## src/rtl/twi_pkg.sv

```systemverilog
package twi_pkg;
   typedef enum logic [3:0] {
      ST_IDLE,
      ST_DEV,
      ST_DEV_ACK,
      ST_ADDR,
      ST_ADDR_ACK,
      ST_WDATA,
      ST_WDATA_ACK,
      ST_RDATA,
      ST_RACK
   } twi_state_e;

   localparam int unsigned BYTE_W   = 8;
   localparam int unsigned STRAP_W  = 3;
   localparam int unsigned BIT_CNT_W = 4;
endpackage

```

## src/rtl/twi_line_cond.sv

```systemverilog
module twi_line_cond (
   input  logic clk,
   input  logic rst_n,
   input  logic scl_i,
   input  logic sda_i,
   output logic scl_rise_o,
   output logic scl_fall_o,
   output logic start_o,
   output logic stop_o
);
   logic scl_q;
   logic sda_q;

   always_ff @(posedge clk or negedge rst_n) begin
      if (!rst_n) begin
         scl_q <= 1'b1;
         sda_q <= 1'b1;
      end else begin
         scl_q <= scl_i;
         sda_q <= sda_i;
      end
   end

   assign scl_rise_o = scl_i & ~scl_q;
   assign scl_fall_o = ~scl_i & scl_q;
   assign start_o    = scl_i & scl_q & sda_q & ~sda_i;
   assign stop_o     = scl_i & scl_q & ~sda_q & sda_i;

   AST_EDGE_EXCLUSIVE: assert property (@(posedge clk) disable iff (!rst_n)
      scl_rise_o |=> !scl_rise_o);
endmodule

```

## src/rtl/twi_mem_array.sv

```systemverilog
module twi_mem_array #(
   parameter int unsigned DEPTH     = 256,
   parameter int unsigned DATA_W    = 8,
   parameter logic [7:0]  INIT_BYTE = 8'hFF
) (
   input  logic                     clk,
   input  logic                     rst_n,
   input  logic                     we_i,
   input  logic [$clog2(DEPTH)-1:0] waddr_i,
   input  logic [DATA_W-1:0]        wdata_i,
   input  logic [$clog2(DEPTH)-1:0] raddr_i,
   output logic [DATA_W-1:0]        rdata_o
);
   localparam int unsigned AW = $clog2(DEPTH);

   if (DEPTH < 2 || DEPTH > 256) begin : g_bad_depth
      $error("twi_mem_array: DEPTH out of range");
   end
   if (DATA_W != 8) begin : g_bad_width
      $error("twi_mem_array: DATA_W must be 8");
   end

   logic [DATA_W-1:0] mem [DEPTH];

   always_ff @(posedge clk or negedge rst_n) begin
      if (!rst_n) begin
         for (int i = 0; i < int'(DEPTH); i++) mem[i] <= INIT_BYTE[DATA_W-1:0];
      end else if (we_i) begin
         mem[waddr_i] <= wdata_i;
      end
   end

   assign rdata_o = mem[raddr_i];

   AST_WRITE_LANDS: assert property (@(posedge clk) disable iff (!rst_n)
      we_i |=> (mem[$past(waddr_i)] == $past(wdata_i)));

   logic [AW-1:0] unused_aw;
   assign unused_aw = '0;
endmodule

```

## src/rtl/twi_slave_fsm.sv

```systemverilog
module twi_slave_fsm
   import twi_pkg::*;
#(
   parameter logic [3:0]  TYPE_CODE = 4'b1010,
   parameter int unsigned ADDR_W    = 8
) (
   input  logic                 clk,
   input  logic                 rst_n,
   input  logic                 scl_rise_i,
   input  logic                 scl_fall_i,
   input  logic                 start_i,
   input  logic                 stop_i,
   input  logic                 sda_i,
   input  logic [STRAP_W-1:0]   chip_sel_i,
   input  logic                 wr_busy_i,
   input  logic [BYTE_W-1:0]    rdata_i,
   output logic [ADDR_W-1:0]    addr_o,
   output logic                 sda_oe_o,
   output logic                 wr_valid_o,
   output logic [ADDR_W-1:0]    wr_addr_o,
   output logic [BYTE_W-1:0]    wr_data_o,
   output logic                 wr_commit_o
);
   localparam logic [ADDR_W-1:0]    ADDR_ONE = ADDR_W'(1);
   localparam logic [BIT_CNT_W-1:0] BYTE_END = BIT_CNT_W'(BYTE_W);

   twi_state_e           st;
   logic [BIT_CNT_W-1:0] cnt;
   logic [BYTE_W-1:0]    sh;
   logic [BYTE_W-1:0]    rd_sh;
   logic                 rnw;
   logic                 wrote;
   logic                 m_ack;
   logic                 sel_match;

   assign sel_match = (sh[7:4] == TYPE_CODE) && (sh[3:1] == chip_sel_i);

   always_ff @(posedge clk or negedge rst_n) begin
      if (!rst_n) begin
         st          <= ST_IDLE;
         cnt         <= '0;
         sh          <= '0;
         rd_sh       <= '1;
         rnw         <= 1'b0;
         wrote       <= 1'b0;
         m_ack       <= 1'b0;
         addr_o      <= '0;
         sda_oe_o    <= 1'b0;
         wr_valid_o  <= 1'b0;
         wr_addr_o   <= '0;
         wr_data_o   <= '0;
         wr_commit_o <= 1'b0;
      end else begin
         wr_valid_o  <= 1'b0;
         wr_commit_o <= 1'b0;
         if (wr_busy_i) begin
            st       <= ST_IDLE;
            sda_oe_o <= 1'b0;
            wrote    <= 1'b0;
         end else if (start_i) begin
            st       <= ST_DEV;
            cnt      <= '0;
            sda_oe_o <= 1'b0;
            wrote    <= 1'b0;
         end else if (stop_i) begin
            st          <= ST_IDLE;
            sda_oe_o    <= 1'b0;
            wr_commit_o <= wrote;
            wrote       <= 1'b0;
         end else begin
            case (st)
               ST_DEV, ST_ADDR, ST_WDATA: begin
                  if (scl_rise_i) begin
                     sh  <= {sh[BYTE_W-2:0], sda_i};
                     cnt <= cnt + 1'b1;
                  end else if (scl_fall_i && cnt == BYTE_END) begin
                     cnt <= '0;
                     if (st == ST_DEV) begin
                        if (sel_match) begin
                           rnw      <= sh[0];
                           sda_oe_o <= 1'b1;
                           st       <= ST_DEV_ACK;
                        end else begin
                           st <= ST_IDLE;
                        end
                     end else if (st == ST_ADDR) begin
                        addr_o   <= sh[ADDR_W-1:0];
                        sda_oe_o <= 1'b1;
                        st       <= ST_ADDR_ACK;
                     end else begin
                        wr_valid_o <= 1'b1;
                        wr_addr_o  <= addr_o;
                        wr_data_o  <= sh;
                        addr_o     <= addr_o + ADDR_ONE;
                        wrote      <= 1'b1;
                        sda_oe_o   <= 1'b1;
                        st         <= ST_WDATA_ACK;
                     end
                  end
               end
               ST_DEV_ACK: begin
                  if (scl_fall_i) begin
                     cnt <= '0;
                     if (rnw) begin
                        rd_sh    <= rdata_i;
                        sda_oe_o <= ~rdata_i[BYTE_W-1];
                        addr_o   <= addr_o + ADDR_ONE;
                        st       <= ST_RDATA;
                     end else begin
                        sda_oe_o <= 1'b0;
                        st       <= ST_ADDR;
                     end
                  end
               end
               ST_ADDR_ACK, ST_WDATA_ACK: begin
                  if (scl_fall_i) begin
                     sda_oe_o <= 1'b0;
                     cnt      <= '0;
                     st       <= ST_WDATA;
                  end
               end
               ST_RDATA: begin
                  if (scl_rise_i) begin
                     cnt <= cnt + 1'b1;
                  end else if (scl_fall_i) begin
                     if (cnt == BYTE_END) begin
                        sda_oe_o <= 1'b0;
                        st       <= ST_RACK;
                     end else begin
                        sda_oe_o <= ~rd_sh[BYTE_W-2];
                        rd_sh    <= {rd_sh[BYTE_W-2:0], 1'b1};
                     end
                  end
               end
               ST_RACK: begin
                  if (scl_rise_i) begin
                     m_ack <= ~sda_i;
                  end else if (scl_fall_i) begin
                     if (m_ack) begin
                        rd_sh    <= rdata_i;
                        sda_oe_o <= ~rdata_i[BYTE_W-1];
                        addr_o   <= addr_o + ADDR_ONE;
                        cnt      <= '0;
                        st       <= ST_RDATA;
                     end else begin
                        st <= ST_IDLE;
                     end
                  end
               end
               default: begin
                  sda_oe_o <= 1'b0;
               end
            endcase
         end
      end
   end

   AST_BUSY_QUIET: assert property (@(posedge clk) disable iff (!rst_n)
      wr_busy_i |=> !sda_oe_o);
   AST_SEL_ACK_HELD: assert property (@(posedge clk) disable iff (!rst_n)
      (st == ST_DEV_ACK) |-> sda_oe_o);
   AST_IDLE_SILENT: assert property (@(posedge clk) disable iff (!rst_n)
      (st == ST_IDLE) |-> !sda_oe_o);
   AST_RACK_RELEASED: assert property (@(posedge clk) disable iff (!rst_n)
      (st == ST_RACK) |-> !sda_oe_o);
   AST_WR_STROBE_SINGLE: assert property (@(posedge clk) disable iff (!rst_n)
      wr_valid_o |=> !wr_valid_o);
endmodule

```

## src/rtl/twi_eeprom_slave.sv

```systemverilog
module twi_eeprom_slave #(
   parameter logic [3:0]  TYPE_CODE = 4'b1010,
   parameter int unsigned MEM_DEPTH = 256,
   parameter logic [7:0]  INIT_BYTE = 8'hFF
) (
   input  logic       clk,
   input  logic       rst_n,
   input  logic       scl_i,
   input  logic       sda_i,
   input  logic [2:0] chip_sel_i,
   input  logic       wr_busy_i,
   output logic       sda_oe_o,
   output logic       wr_valid_o,
   output logic [7:0] wr_addr_o,
   output logic [7:0] wr_data_o,
   output logic       wr_commit_o
);
   localparam int unsigned ADDR_W = $clog2(MEM_DEPTH);

   if (MEM_DEPTH != 256) begin : g_bad_depth
      $error("twi_eeprom_slave: the address byte spans exactly 256 locations");
   end

   logic              scl_rise;
   logic              scl_fall;
   logic              start_c;
   logic              stop_c;
   logic [ADDR_W-1:0] addr;
   logic [7:0]        rdata;

   twi_line_cond i_cond (
      .clk        (clk),
      .rst_n      (rst_n),
      .scl_i      (scl_i),
      .sda_i      (sda_i),
      .scl_rise_o (scl_rise),
      .scl_fall_o (scl_fall),
      .start_o    (start_c),
      .stop_o     (stop_c)
   );

   twi_slave_fsm #(
      .TYPE_CODE (TYPE_CODE),
      .ADDR_W    (ADDR_W)
   ) i_fsm (
      .clk         (clk),
      .rst_n       (rst_n),
      .scl_rise_i  (scl_rise),
      .scl_fall_i  (scl_fall),
      .start_i     (start_c),
      .stop_i      (stop_c),
      .sda_i       (sda_i),
      .chip_sel_i  (chip_sel_i),
      .wr_busy_i   (wr_busy_i),
      .rdata_i     (rdata),
      .addr_o      (addr),
      .sda_oe_o    (sda_oe_o),
      .wr_valid_o  (wr_valid_o),
      .wr_addr_o   (wr_addr_o),
      .wr_data_o   (wr_data_o),
      .wr_commit_o (wr_commit_o)
   );

   twi_mem_array #(
      .DEPTH     (MEM_DEPTH),
      .DATA_W    (8),
      .INIT_BYTE (INIT_BYTE)
   ) i_mem (
      .clk     (clk),
      .rst_n   (rst_n),
      .we_i    (wr_valid_o),
      .waddr_i (wr_addr_o),
      .wdata_i (wr_data_o),
      .raddr_i (addr),
      .rdata_o (rdata)
   );
endmodule

```

## config.mk

```make
export PLATFORM = sky130hd
export DESIGN_NAME = twi_eeprom_slave
export DESIGN_NICKNAME = d
export VERILOG_FILES = /design/src/rtl/twi_pkg.sv /design/src/rtl/twi_line_cond.sv /design/src/rtl/twi_mem_array.sv /design/src/rtl/twi_slave_fsm.sv /design/src/rtl/twi_eeprom_slave.sv
export SDC_FILE = /design/constraint.sdc
export NUM_CORES = 2
export LEC_CHECK = 0
export BUFFER_PORTS_ARGS = -buffer_cell sky130_fd_sc_hd__buf_2
export CELL_PAD_IN_SITES_DETAIL_PLACEMENT = 1
export CELL_PAD_IN_SITES_GLOBAL_PLACEMENT = 1
export CORE_UTILIZATION = 55
export DETAILED_ROUTE_END_ITERATION = 8
export PLACE_DENSITY_LB_ADDON = 0.1
export SLEW_MARGIN = 10
export SYNTH_ARGS = -nofsm -noshare
export SYNTH_HDL_FRONTEND = slang
export SYNTH_SLANG_ARGS = --single-unit
```

## constraint.sdc

```tcl
create_clock -name clk -period 3.4 [get_ports clk]
set_input_delay 0.17 -clock clk [delete_from_list [all_inputs] [get_ports clk]]
set_output_delay 0.17 -clock clk [all_outputs]
set_load 0.01 [all_outputs]
```

==> flow_summary.yaml <==
synthesis:
  synth_cell_types: 82
  ys_ff_latch: 2103
  synth_edf_count: 0
  synth.avg_cell_area_um2: 15.6
  syn_area_mm2: 0.0990
  syn_inst: 6364
  netlist.area_leader.share_pct: 54.6
  synth_ff_type: "dfstp_2"
  syn_nets: 6375
  synth_top_cell_by_area: "dfstp_2"
  synth_area_leaders: "dfstp_2, mux2_2, mux4_2, mux2i_1, clkbuf_1"
  seq_area_frac_synth_pct: 55.7
  async_flop_share_pct: 100
  yosys_warnings: 0
global_routing:
  met3_usage_pct: 7.42
  overflow: 0
  grt_pass1_vias: 66300
  grt_pass1_wl_mm: 472
  top_usage_layer: "met2"
  globalRouteTotalUtil_pct: 35.5
  grt_use_met2_pct: 54.0
  use_met1_pct: 50.1
  antenna_found_initial: 18
  grt_max_degree: 116
sta:
  worst_slew_pin_slew_ps: 995
  rsz0062_at_grt: "yes"
  finalSetupViolations: 1
  relSlewSlack_pct: 33.4
  finalCritPeriodShare_pct: 101
  drv_slew: 0
  setup_tns_ps: -36.9
  period_needed_ps: 3440
  clock_skew_ps: 24.3
  fmax_mhz: 291
  fin_ws_ps: -36.9
  hold_viol: 0
worst_hold_path:
  min_path_type: "in2reg"
  whs_endpoint: "i_fsm.rnw$_DFFE_PN0P_"
  whs_path_depth: 5
  min_from: "chip_sel_i[0]"
finish:
  syn_to_final_growth_pct: 14.4
  nNetsFinal: 6763
  final_layout_size_suffix_gt1_share_pct: 81.6
  final_cell_mix: "mux2_2, dfstp_2, buf_4, mux4_2, clkbuf_16"
  utilization_pct: 63.5
  final_common_cell: "mux2_2"
  fillers: 15700
power_and_ir_drop:
  p_per_area_mw_per_mm2: 575
  power.leakage_nw: 46.1
  vdd_ir_drop_max_uv: 695
die:
  die_w_um: 426
  io_pins: 27
  die_h_um: 426
  coreArea_mm2: 0.179
  rows: 155
  start_util_pct: 55.4
  dieArea_mm2: 0.182
setup_path:
  crit_path_frequent_cell: "buf_4"
  rr_startpoint: "i_fsm.addr_o[0]$_DFFE_PN0P_"
  cp-end-kind: "flop"
  worst_ep_arrival_time_ps: 4220
  r2r_slack_ps: -40
  r2r-end: "i_fsm.rd_sh[5]$_DFFE_PN1P_"
  critical_path_class: "reg2reg"
  required_ps: 4180
  crit_path_max_incr_delay_ps: 540
  slowest_stage: "mux4_2"
  cp_max_fo: 9
  crit_family: "buffers and inverters"
  crit_path_start_kind: "flop"
  crit_chain: "buf_12, buf_4, buf_4, mux4_2, a211oi_1, buf_4, a211oi_1, or4_1, a31oi_2, buf_4, o41ai_1"
  crit_buf_inv: 5
  rr_worst_depth: 11
run_status:
  status: "finished with violations"
  violations: "negative setup slack"
routing:
  first_iter_violations: 4881
  first_pass_iters: 5
  ant_nets: 0
  vias: 61100
  wirelength_mm: 316
  avgRoutedWirePerCell_um: 34.0
  drcViolationCount: 0
  routed_via_density: 6.57
cts:
  htreeDepth: 4
  cts_tree: "done"
  cts_buffers: 221
  cts_sinks: 2103
  worstSkewPairLatency_ps: 880
  clock_path_buffers: 3
  clk_root_buffer_cell: "clkbuf_16"
  clkSlewWorstSetupHoldPaths_ps: 70
place:
  port-buffer-count: 26
  hpwl_mm: 208
  gp_congestion: 0.900
  place_ws_ps: -335
job:
  maxCapViolations: 0
==> power breakdown <==
group | leakage (nW) | switching (W) | internal [W] | total (W)
Sequential | 21.8 | 0.000391 | 0.0253 | 0.0257
Clock | 3.75 | 0.0104 | 0.0147 | 0.0251
Combinational | 20.6 | 0.00921 | 0.00523 | 0.0144
Total | 46.1 | 0.0200 | 0.0452 | 0.0652
==> logic make-up (layout without fill, tap and decap cells) <==
| logic type | after synthesis | count (layout) | synth area share (%) |
|---|---|---|---|
| buffers and inverters | 493 | 1067 | 2.50 |
| XOR/XNOR | 6 | 6 | 0.0531 |
| adder cells (fa/ha/maj) | 3 | 3 | 0.0379 |
| other | 0 | 11 | 0 |
| AO/OA/AOI/OAI | 402 | 402 | 2.82 |
| multiplexers | 2738 | 2738 | 36.1 |
| AND/OR/NAND/NOR | 619 | 619 | 2.76 |
| flip-flops | 2103 | 2103 | 55.7 |
==> sequential cells by signal, indices dropped and copies added, names as in the netlist, 4 cells and up <==
register and count:
i_mem.mem 2048, i_fsm.addr_o 8, i_fsm.sh 8, i_fsm.wr_addr_o 8, i_fsm.wr_data_o 8, i_fsm.rd_sh 7, i_fsm.cnt 4, i_fsm.st 4
==> final cells by class <==
class	instances	area, um^2	area share (%)
antenna	11	27.5	0.0243
clock buffer	340	6720	5.93
clock inverter	69	842	0.743
inverter	16	66.3	0.0585
multi-input combinational	3768	41500	36.7
sequential	2103	55200	48.7
tap	2355	2950	2.60
timing repair buffer	642	5940	5.24
==> worst reg2reg max path, cell delays in order (launching register included) <==
cell	delay, ps
dfrtp_4	450
buf_12	180
buf_4	220
buf_4	230
mux4_2	540
a211oi_1	340
buf_4	220
a211oi_1	50
or4_1	520
a31oi_2	370
buf_4	170
o41ai_1	80
==> synthesized netlist by cell type (22+ instances only) <==
master,count
mux2_2,2082
a22oi_1,42
nand2_1,230
o22ai_1,35
nand3_1,35
nor2_1,219
dfstp_2,2057
clkbuf_1,321
buf_4,22
a211oi_1,31
o221ai_1,29
mux4_2,458
a21oi_1,79
o21ai_0,49
buf_2,84
nor2b_1,29
mux2i_1,198
dfrtp_1,46
==> metal layers <==
layer	share of wire, %	up-vias
met2	46	2074
met5	0.018	-
met3	7.1	667
met4	4.3	8
met1	43	33800
li1	-	24500
==> metrics by stage <==
step	cell area, um^2	std cells	total power, W	hold WS [ps]
6_report	113000	9304	0.0652	75.1
5_1_grt	113000	9294	0.0668	42.5
4_1_cts	113000	9293	0.0653	12.4
3_5_place_dp	106000	8875	0.0401	319
3_3_place_gp	106000	8875	0.0399	315
2_1_floorplan	99000	6364	0.0334	-126
==> repair_timing <==
action,in CTS,in global routing
hold buffers,6,0
hold endpoints to repair,147,0
buffers inserted,3,0
resized for setup,4,10
setup endpoints to repair,7,6
cloned,0,0
==> how the worst max path moves through the flow <==
| stage | from | endpoint | slack (ps) | cells past startpoint |
|---|---|---|---|---|
| detailed placement | i_fsm.addr_o[0]$_DFFE_PN0P_ | i_fsm.rd_sh[1]$_DFFE_PN1P_ | -330 | 10 |
| floorplan | i_fsm.addr_o[0]$_DFFE_PN0P_ | i_fsm.rd_sh[0]$_DFFE_PN1P_ | 980 | 10 |
| finish | i_fsm.addr_o[0]$_DFFE_PN0P_ | i_fsm.rd_sh[5]$_DFFE_PN1P_ | -40 | 11 |
| CTS | i_fsm.addr_o[0]$_DFFE_PN0P_ | i_fsm.rd_sh[5]$_DFFE_PN1P_ | 30 | 11 |
| global route | i_fsm.addr_o[0]$_DFFE_PN0P_ | i_fsm.rd_sh[6]$_DFFE_PN1P_ | -10 | 11 |
| global placement | i_fsm.addr_o[0]$_DFFE_PN0P_ | i_fsm.rd_sh[1]$_DFFE_PN1P_ | -250 | 10 |
Power figures use the tool's default switching activity.
